--- src/rtl/bsched_pkg.sv ---
package bsched_pkg;
  typedef enum logic [1:0] {
    OP_PRE = 2'b00,
    OP_ACT = 2'b01,
    OP_RD  = 2'b10,
    OP_WR  = 2'b11
  } cmd_op_e;
endpackage

--- src/rtl/bsched_queue.sv ---
module bsched_queue #(
  parameter int DEPTH = 4,
  parameter int ROW_W = 12,
  parameter int COL_W = 10
) (
  input  logic                           clk,
  input  logic                           rst_n,
  input  logic                           push_i,
  input  logic [ROW_W-1:0]               push_row_i,
  input  logic [COL_W-1:0]               push_col_i,
  input  logic                           pop_i,
  input  logic [$clog2(DEPTH)-1:0]       pop_idx_i,
  output logic [DEPTH-1:0]               vld_o,
  output logic [DEPTH-1:0][ROW_W-1:0]    rows_o,
  output logic [DEPTH-1:0][COL_W-1:0]    cols_o,
  output logic [$clog2(DEPTH+1)-1:0]     cnt_o
);
  localparam int IDX_W = $clog2(DEPTH);
  localparam int CNT_W = $clog2(DEPTH + 1);

  logic [DEPTH-1:0][ROW_W-1:0] row_q, row_d;
  logic [DEPTH-1:0][COL_W-1:0] col_q, col_d;
  logic [CNT_W-1:0]            cnt_q, cnt_d;

  // Removal compacts the younger entries down; arrival lands after the last entry.
  always_comb begin
    logic [CNT_W-1:0] fill;
    row_d = row_q;
    col_d = col_q;
    fill  = cnt_q;
    if (pop_i) begin
      for (int i = 0; i < DEPTH - 1; i++) begin
        if (IDX_W'(i) >= pop_idx_i) begin
          row_d[i] = row_q[i+1];
          col_d[i] = col_q[i+1];
        end
      end
      fill = cnt_q - 1'b1;
    end
    if (push_i) begin
      for (int i = 0; i < DEPTH; i++) begin
        if (CNT_W'(i) == fill) begin
          row_d[i] = push_row_i;
          col_d[i] = push_col_i;
        end
      end
      fill = fill + 1'b1;
    end
    cnt_d = fill;
  end

  always_ff @(posedge clk or negedge rst_n) begin
    if (!rst_n) cnt_q <= '0;
    else        cnt_q <= cnt_d;
  end

  always_ff @(posedge clk) begin
    if (push_i || pop_i) begin
      row_q <= row_d;
      col_q <= col_d;
    end
  end

  generate
    for (genvar g = 0; g < DEPTH; g++) begin : g_vld
      assign vld_o[g] = (CNT_W'(g) < cnt_q);
    end
  endgenerate

  assign rows_o = row_q;
  assign cols_o = col_q;
  assign cnt_o  = cnt_q;

  a_r11_no_overflow: assert property (@(posedge clk) disable iff (!rst_n)
    push_i && !pop_i |-> cnt_q < CNT_W'(DEPTH));
  a_r9_pop_in_range: assert property (@(posedge clk) disable iff (!rst_n)
    pop_i |-> CNT_W'(pop_idx_i) < cnt_q);
endmodule

--- src/rtl/bsched_pick.sv ---
module bsched_pick #(
  parameter int DEPTH = 4,
  parameter int ROW_W = 12
) (
  input  logic [DEPTH-1:0]            vld_i,
  input  logic [DEPTH-1:0][ROW_W-1:0] rows_i,
  input  logic                        open_i,
  input  logic [ROW_W-1:0]            open_row_i,
  output logic                        any_o,
  output logic                        hit_o,
  output logic [$clog2(DEPTH)-1:0]    idx_o
);
  localparam int IDX_W = $clog2(DEPTH);

  // Scan from youngest to oldest so the lowest (oldest) hit wins.
  always_comb begin
    hit_o = 1'b0;
    idx_o = '0;
    for (int i = DEPTH - 1; i >= 0; i--) begin
      if (vld_i[i] && open_i && (rows_i[i] == open_row_i)) begin
        hit_o = 1'b1;
        idx_o = IDX_W'(i);
      end
    end
  end

  assign any_o = vld_i[0];
endmodule

--- src/rtl/bank_cmd_sched.sv ---
module bank_cmd_sched
  import bsched_pkg::*;
#(
  parameter int ROW_W    = 12,
  parameter int COL_W    = 10,
  parameter int RQ_DEPTH = 4,
  parameter int WQ_DEPTH = 4,
  parameter int WR_HI    = WQ_DEPTH,
  parameter int IDLE_GAP = 1
) (
  input  logic                                   clk,
  input  logic                                   rst_n,
  input  logic                                   req_valid,
  output logic                                   req_ready,
  input  logic                                   req_wr,
  input  logic [ROW_W-1:0]                       req_row,
  input  logic [COL_W-1:0]                       req_col,
  output logic                                   cmd_valid,
  input  logic                                   cmd_ready,
  output logic [1:0]                             cmd_op,
  output logic [((ROW_W > COL_W) ? ROW_W : COL_W)-1:0] cmd_addr,
  output logic                                   cpl_valid,
  output logic                                   cpl_wr
);
  localparam int ADDR_W  = (ROW_W > COL_W) ? ROW_W : COL_W;
  localparam int RIDX_W  = $clog2(RQ_DEPTH);
  localparam int WIDX_W  = $clog2(WQ_DEPTH);
  localparam int RCNT_W  = $clog2(RQ_DEPTH + 1);
  localparam int WCNT_W  = $clog2(WQ_DEPTH + 1);
  localparam int SEL_W   = (RIDX_W > WIDX_W) ? RIDX_W : WIDX_W;
  localparam int GAP_W   = $clog2(IDLE_GAP + 2);

  // Queue state
  logic [RQ_DEPTH-1:0]             r_vld;
  logic [RQ_DEPTH-1:0][ROW_W-1:0]  r_rows;
  logic [RQ_DEPTH-1:0][COL_W-1:0]  r_cols;
  logic [RCNT_W-1:0]               r_cnt;
  logic [WQ_DEPTH-1:0]             w_vld;
  logic [WQ_DEPTH-1:0][ROW_W-1:0]  w_rows;
  logic [WQ_DEPTH-1:0][COL_W-1:0]  w_cols;
  logic [WCNT_W-1:0]               w_cnt;

  // Bank and output registers
  logic              open_q, open_d;
  logic [ROW_W-1:0]  open_row_q, open_row_d;
  logic              cv_q, cv_d;
  cmd_op_e           op_q, op_d;
  logic [ADDR_W-1:0] addr_q, addr_d;
  logic [SEL_W-1:0]  sel_q, sel_d;
  logic [GAP_W-1:0]  gap_q, gap_d;

  logic r_push, w_push, r_pop, w_pop, accept, load;
  logic r_any, r_hit, w_any, w_hit, use_wr, pk_hit;
  logic [RIDX_W-1:0] r_idx;
  logic [WIDX_W-1:0] w_idx;
  logic [ROW_W-1:0]  pk_row;
  logic [COL_W-1:0]  pk_col;

  assign req_ready = req_wr ? (w_cnt < WCNT_W'(WQ_DEPTH)) : (r_cnt < RCNT_W'(RQ_DEPTH));
  assign r_push    = req_valid && req_ready && !req_wr;
  assign w_push    = req_valid && req_ready &&  req_wr;
  assign accept    = cv_q && cmd_ready;
  assign r_pop     = accept && (op_q == OP_RD);
  assign w_pop     = accept && (op_q == OP_WR);

  bsched_queue #(.DEPTH(RQ_DEPTH), .ROW_W(ROW_W), .COL_W(COL_W)) u_rq (
    .clk, .rst_n, .push_i(r_push), .push_row_i(req_row), .push_col_i(req_col),
    .pop_i(r_pop), .pop_idx_i(RIDX_W'(sel_q)),
    .vld_o(r_vld), .rows_o(r_rows), .cols_o(r_cols), .cnt_o(r_cnt));

  bsched_queue #(.DEPTH(WQ_DEPTH), .ROW_W(ROW_W), .COL_W(COL_W)) u_wq (
    .clk, .rst_n, .push_i(w_push), .push_row_i(req_row), .push_col_i(req_col),
    .pop_i(w_pop), .pop_idx_i(WIDX_W'(sel_q)),
    .vld_o(w_vld), .rows_o(w_rows), .cols_o(w_cols), .cnt_o(w_cnt));

  bsched_pick #(.DEPTH(RQ_DEPTH), .ROW_W(ROW_W)) u_rpick (
    .vld_i(r_vld), .rows_i(r_rows), .open_i(open_q), .open_row_i(open_row_q),
    .any_o(r_any), .hit_o(r_hit), .idx_o(r_idx));

  bsched_pick #(.DEPTH(WQ_DEPTH), .ROW_W(ROW_W)) u_wpick (
    .vld_i(w_vld), .rows_i(w_rows), .open_i(open_q), .open_row_i(open_row_q),
    .any_o(w_any), .hit_o(w_hit), .idx_o(w_idx));

  // Queue choice: reads first unless the write queue is at its threshold.
  assign use_wr = w_any && (!r_any || (w_cnt >= WCNT_W'(WR_HI)));
  assign pk_hit = use_wr ? w_hit : r_hit;
  assign pk_row = use_wr ? w_rows[w_idx] : r_rows[r_idx];
  assign pk_col = use_wr ? w_cols[w_idx] : r_cols[r_idx];
  assign load   = !cv_q && (gap_q == '0) && (r_any || w_any);

  always_comb begin
    cv_d       = cv_q;
    op_d       = op_q;
    addr_d     = addr_q;
    sel_d      = sel_q;
    gap_d      = gap_q;
    open_d     = open_q;
    open_row_d = open_row_q;
    if (accept) begin
      cv_d  = 1'b0;
      gap_d = GAP_W'(IDLE_GAP);
      if (op_q == OP_ACT) begin
        open_d     = 1'b1;
        open_row_d = addr_q[ROW_W-1:0];
      end else if (op_q == OP_PRE) begin
        open_d = 1'b0;
      end
    end else if (gap_q != '0) begin
      gap_d = gap_q - 1'b1;
    end else if (load) begin
      cv_d  = 1'b1;
      sel_d = use_wr ? SEL_W'(w_idx) : SEL_W'(r_idx);
      if (!open_q) begin
        op_d   = OP_ACT;
        addr_d = ADDR_W'(pk_row);
      end else if (!pk_hit) begin
        op_d   = OP_PRE;
        addr_d = '0;
      end else begin
        op_d   = use_wr ? OP_WR : OP_RD;
        addr_d = ADDR_W'(pk_col);
      end
    end
  end

  always_ff @(posedge clk or negedge rst_n) begin
    if (!rst_n) begin
      cv_q   <= 1'b0;
      open_q <= 1'b0;
      gap_q  <= '0;
      op_q   <= OP_PRE;
      sel_q  <= '0;
    end else begin
      cv_q   <= cv_d;
      open_q <= open_d;
      gap_q  <= gap_d;
      op_q   <= op_d;
      sel_q  <= sel_d;
    end
  end

  always_ff @(posedge clk) begin
    if (load || accept) begin
      addr_q     <= addr_d;
      open_row_q <= open_row_d;
    end
  end

  assign cmd_valid = cv_q;
  assign cmd_op    = op_q;
  assign cmd_addr  = addr_q;
  assign cpl_valid = accept && op_q[1];
  assign cpl_wr    = op_q == OP_WR;

  a_r8_hold: assert property (@(posedge clk) disable iff (!rst_n)
    cv_q && !cmd_ready |=> cv_q && $stable(op_q) && $stable(addr_q));
  a_r10_gap: assert property (@(posedge clk) disable iff (!rst_n)
    accept |=> !cv_q);
  a_r1_act_closed: assert property (@(posedge clk) disable iff (!rst_n)
    cv_q && (op_q == OP_ACT) |-> !open_q);
  a_r2_pre_open: assert property (@(posedge clk) disable iff (!rst_n)
    cv_q && (op_q == OP_PRE) |-> open_q);
  a_r3_col_open: assert property (@(posedge clk) disable iff (!rst_n)
    cv_q && op_q[1] |-> open_q);
  a_r6_wr_defer: assert property (@(posedge clk) disable iff (!rst_n)
    $rose(cv_q) && (op_q == OP_WR) |->
      ($past(r_cnt) == '0) || ($past(w_cnt) >= WCNT_W'(WR_HI)));
endmodule

--- config.mk ---
export PLATFORM = sky130hd
export DESIGN_NAME = bank_cmd_sched
export DESIGN_NICKNAME = d
export VERILOG_FILES = /design/src/rtl/bsched_pkg.sv /design/src/rtl/bsched_queue.sv /design/src/rtl/bsched_pick.sv /design/src/rtl/bank_cmd_sched.sv
export SDC_FILE = /design/constraint.sdc
export NUM_CORES = 1
export LEC_CHECK = 0
export ABC_AREA = 0
export BUFFER_PORTS_ARGS = -buffer_cell sky130_fd_sc_hd__buf_2
export CAP_MARGIN = 0
export CORE_MARGIN = 3
export CORE_UTILIZATION = 35
export DETAILED_ROUTE_END_ITERATION = 6
export GPL_TIMING_DRIVEN = 0
export PLACE_DENSITY = 0.49
export SYNTH_ARGS = -nofsm -noshare
export SYNTH_HDL_FRONTEND = slang
export SYNTH_HIERARCHICAL = 1
export SYNTH_SLANG_ARGS = --single-unit
export TNS_END_PERCENT = 10
--- constraint.sdc ---
create_clock -name clk -period 3.1 [get_ports clk]
set_clock_uncertainty 0.1 [all_clocks]
set_input_delay 0 -clock clk [delete_from_list [all_inputs] [get_ports clk]]
set_output_delay 0 -clock clk [all_outputs]
set_load 0.1 [all_outputs]
==> impl_metrics.env <==
export IMPL_status="finished, violations left"
export IMPL_failed_checks="setup timing"
export IMPL_cp_required_ns=3.28
export IMPL_relSlewSlack_pct=37.1
export IMPL_end_kind="flip-flop"
export IMPL_post_synth_xor_area_fraction_pct=7.38
export IMPL_power_frac_comb_pct=33.8
export IMPL_synth_seq_cells=214
export IMPL_finalSetupViolCount=12
export IMPL_synth_top_family_by_area="multiplexers"
export IMPL_die_area_um2=40900
export IMPL_setup_worst_path_start_class="flip-flop"
export IMPL_grt_setup_unrepaired="yes"
export IMPL_gp_routability_congestion=0.816
export IMPL_port_buffers=44
export IMPL_netlist_instances=913
export IMPL_drt_wirelength_per_cell_um=23.9
export IMPL_cap_viol_max_count=0
export IMPL_post_route_cells_drive_above_1_share_pct=52.6
export IMPL_routed_via_count=8085
export IMPL_cts_buffer_depth=3
export IMPL_grt_total_usage_pct=18.1
export IMPL_seq_power_share_pct=39.8
export IMPL_sw_frac_of_total_pct=35.0
export IMPL_core_area_um2=37800
export IMPL_crit_fanout=6
export IMPL_routed_wl_mm=37.4
export IMPL_start_util_pct=35.6
export IMPL_synth_enable_flop_cells=200
export IMPL_power_density_nw_per_um2=659
export IMPL_synth_async_reset_ratio_pct=6.54
export IMPL_timing_final_max_slew_violations=0
export IMPL_ant_nets=0
export IMPL_cts_tree="done"
export IMPL_final_nets=1066
export IMPL_cp_top_family="simple AND/OR/NAND/NOR gates"
export IMPL_min_period_ns=3.38
export IMPL_synth_compound_area_share_pct=3.04
export IMPL_critical_path_arrival_ns=3.56
export IMPL_synth_area_leaders="sky130_fd_sc_hd__edfxtp_1, sky130_fd_sc_hd__mux2_2, sky130_fd_sc_hd__xnor2_1, sky130_fd_sc_hd__mux4_1, sky130_fd_sc_hd__mux4_2"
export IMPL_cellInternalPower_w=0.00685
export IMPL_layout_area_overhead_pct=18.7
export IMPL_drt_first_iter_violations=626
export IMPL_slowest_delay_ns=0.55
export IMPL_yosys_area_share_simple_pct=5.94
export IMPL_grt_pass1_wl_mm=55.8
export IMPL_crit_path_cell_trace="clkbuf_2 > xnor2_1 > nand4_1 > or4_4 > a21oi_2 > buf_6 > buf_12 > mux4_2 > inv_2 > o22ai_4 > a221o_1"
export IMPL_synthDistinctLibCells=57
export IMPL_leakage_nw=5.54
export IMPL_boundaryPins=45
export IMPL_critical_path_class="flip-flop to flip-flop"
export IMPL_yosysSeqAreaShare_pct=47.1
export IMPL_crit_path_top_delay_cell="sky130_fd_sc_hd__mux4_2"
export IMPL_postLayoutSetupSlackWorst_ns=-0.282
export IMPL_hold_class="primary input to flip-flop"
export IMPL_finalCritPeriodShare_pct=109
export IMPL_power_share_clock_pct=26.4
export IMPL_dp_hpwl_mm=26.3
export IMPL_fmaxAchievable_ghz=0.296
export IMPL_portion_of_netlist_area_occupied_by_mux_cells_pct=30.8
export IMPL_synth_net_count=945
export IMPL_clk_transition_reported_paths_ns=0.06
export IMPL_synth_area_per_cell_um2=14.8
export IMPL_drc=0
export IMPL_timing_hold_ws_ns=0.140
export IMPL_yosys_area_share_adder_pct=0.464
export IMPL_ctsHtreeMaxLevel=1
export IMPL_final_hold_viol_count=0
export IMPL_grt_max_degree=45
export IMPL_std_cell_rows=71
export IMPL_syn_area_um2=13500
export IMPL_clock_sink_count=214
export IMPL_grt_pass1_vias=8317
export IMPL_grt_remaining_overflow=0
export IMPL_cts_root_buf="sky130_fd_sc_hd__clkbuf_16"
export IMPL_antenna_found_initial=0
export IMPL_vdd_ir_drop_worst_v=0.000446
export IMPL_p_total_w=0.0105
export IMPL_place_worst_setup_slack_ns=-0.825
export IMPL_critical_path_n_buffers_inverters=4
export IMPL_drt_pass1_iter_count=5
export IMPL_die_h_um=202
export IMPL_total_net_switching_power_w=0.00370
export IMPL_reg2reg_setup_slack_ns=-0.28
export IMPL_cts_buffers_inserted=26
export IMPL_post_synth_top_area_cell="sky130_fd_sc_hd__edfxtp_1"
export IMPL_yosys_most_used_dff="sky130_fd_sc_hd__edfxtp_1"
export IMPL_worst_margin_pin_slew_ns=0.941
export IMPL_vias_per_cell=5.17
export IMPL_yosysTopAreaCellShare_pct=44.5
export IMPL_clk_latency_ns=0.54
export IMPL_die_w_um=202
export IMPL_number_of_warnings_issued_by_yosys=6
==> timing repair <==
action | CTS | global route
hold buffers | 27 | 0
cloned | 1 | 0
buffers inserted | 15 | 3
pin swaps | 17 | 9
gates resized for setup | 77 | 20
endpoints found under the setup margin | 13 | 12
endpoints found under the hold margin | 205 | 0
==> path summary, 6_finish.rpt <==
check | cells after the start | from | end
setup / recovery | 11 | open_row_q[9] | cmd_addr[4]
hold / removal | 3 | cmd_ready | gap_q[1]
setup reg to reg | 11 | open_row_q[9] | cmd_addr[4]
hold reg to reg | 0 | cmd_addr[4] | open_row_q[4]
max in group asynchronous | 3 | rst_n | cmd_valid
min in group asynchronous | 3 | rst_n | u_wq/cnt_o[1]
==> per-layer routing <==
metal  share of wire [%]  global-route usage (%)  up-vias  wire [um]
met3                 3.0                    1.90       41       1130
met1                  47                    25.6     4135      17500
li1                    -                       -     3762          -
met4                 2.7                    5.32        0       1010
met2                  47                    29.6      147      17800
met5                   0                       0        -          0
==> per-stage QoR <==
step	util, %	cell area, um2	setup TNS, ns	std cells
3_3_place_gp	38.0	14400	-9.76	1468
2_1_floorplan	-	13500	-8.08	913
6_report	42.3	16000	-2.60	1564
5_1_grt	42.3	16000	-3.55	1563
4_1_cts	41.9	15900	-2.56	1560
3_5_place_dp	38.1	14400	-8.29	1471
==> power groups by stage <==
stage	clock (W)	combinational, W	sequential [W]
global route	0.00298	0.00381	0.00426
detailed placement	0	0.00327	0.00424
finish	0.00278	0.00356	0.00420
floorplan	0	0.00201	0.00464
CTS	0.00288	0.00352	0.00420
global placement	0	0.00322	0.00425
==> registers in the layout, indices dropped and copies added (netlist names) <==
register,flops
cmd_addr,12
cmd_op,2
cmd_valid,1
gap_q,2
open_q,1
open_row_q,12
sel_q,2
u_rq/cnt_o,3
u_rq/cols_o,40
u_rq/rows_o,48
u_wq/cnt_o,3
u_wq/cols_o,40
u_wq/rows_o,48
==> cell families after synthesis <==
group                      Yosys count
buffers and inverters              100
AOI/OAI and AO/OA                   51
muxes                              314
DFF                                214
adders and majority gates            5
xor gates and xnor gates           105
and+or+nand+nor                    124
==> cells in the mapped netlist (14+ instances only) <==
library cell and count:
sky130_fd_sc_hd__mux4_2 21, sky130_fd_sc_hd__buf_6 28, sky130_fd_sc_hd__mux2_2 248, sky130_fd_sc_hd__buf_4 14
sky130_fd_sc_hd__buf_2 19, sky130_fd_sc_hd__dfrtp_1 14, sky130_fd_sc_hd__inv_1 25, sky130_fd_sc_hd__nand3_1 20
sky130_fd_sc_hd__xnor2_1 94, sky130_fd_sc_hd__nand4_1 20, sky130_fd_sc_hd__nor2_1 17, sky130_fd_sc_hd__mux4_1 23
sky130_fd_sc_hd__edfxtp_1 200
==> worst register-to-register path, cell delays in order, from the launching register on <==
cell,delay (ns)
sky130_fd_sc_hd__edfxtp_1,0.45
sky130_fd_sc_hd__clkbuf_2,0.20
sky130_fd_sc_hd__xnor2_1,0.19
sky130_fd_sc_hd__nand4_1,0.13
sky130_fd_sc_hd__or4_4,0.51
sky130_fd_sc_hd__a21oi_2,0.18
sky130_fd_sc_hd__buf_6,0.16
sky130_fd_sc_hd__buf_12,0.14
sky130_fd_sc_hd__mux4_2,0.55
sky130_fd_sc_hd__inv_2,0.10
sky130_fd_sc_hd__o22ai_4,0.10
sky130_fd_sc_hd__a221o_1,0.31
==> layout make-up <==
class	instances	area (um2)
clock inverters	11	52.6
repair buffers	93	724
multi-input cells	599	6730
inverters	26	100
diodes	1	2.50
flip-flops and latches	214	6360
fillers	3532	21800
plain buffers	74	687
clock buffers	35	706
well taps	511	639
==> cell usage in the layout (no fill, tap or decap), types with 7 or more instances in the layout <==
cell                              n
sky130_fd_sc_hd__clkbuf_16       27
sky130_fd_sc_hd__inv_2            9
sky130_fd_sc_hd__xnor2_2         17
sky130_fd_sc_hd__dfrtp_1          9
sky130_fd_sc_hd__mux4_2          30
sky130_fd_sc_hd__clkinv_1         7
sky130_fd_sc_hd__xnor2_1         84
sky130_fd_sc_hd__nor2_1          12
sky130_fd_sc_hd__mux4_1          14
sky130_fd_sc_hd__nand2_1         13
sky130_fd_sc_hd__buf_6           32
sky130_fd_sc_hd__a221o_1          8
sky130_fd_sc_hd__mux2_4          12
sky130_fd_sc_hd__mux2_2         248
sky130_fd_sc_hd__edfxtp_1       200
sky130_fd_sc_hd__nand3_1         18
sky130_fd_sc_hd__nand4_1         20
sky130_fd_sc_hd__clkbuf_1         9
sky130_fd_sc_hd__inv_1           16
sky130_fd_sc_hd__a21oi_1          7
sky130_fd_sc_hd__buf_2           59
sky130_fd_sc_hd__dlygate4sd3_1   27
sky130_fd_sc_hd__buf_4           32
Power figures use the tool's default switching activity.
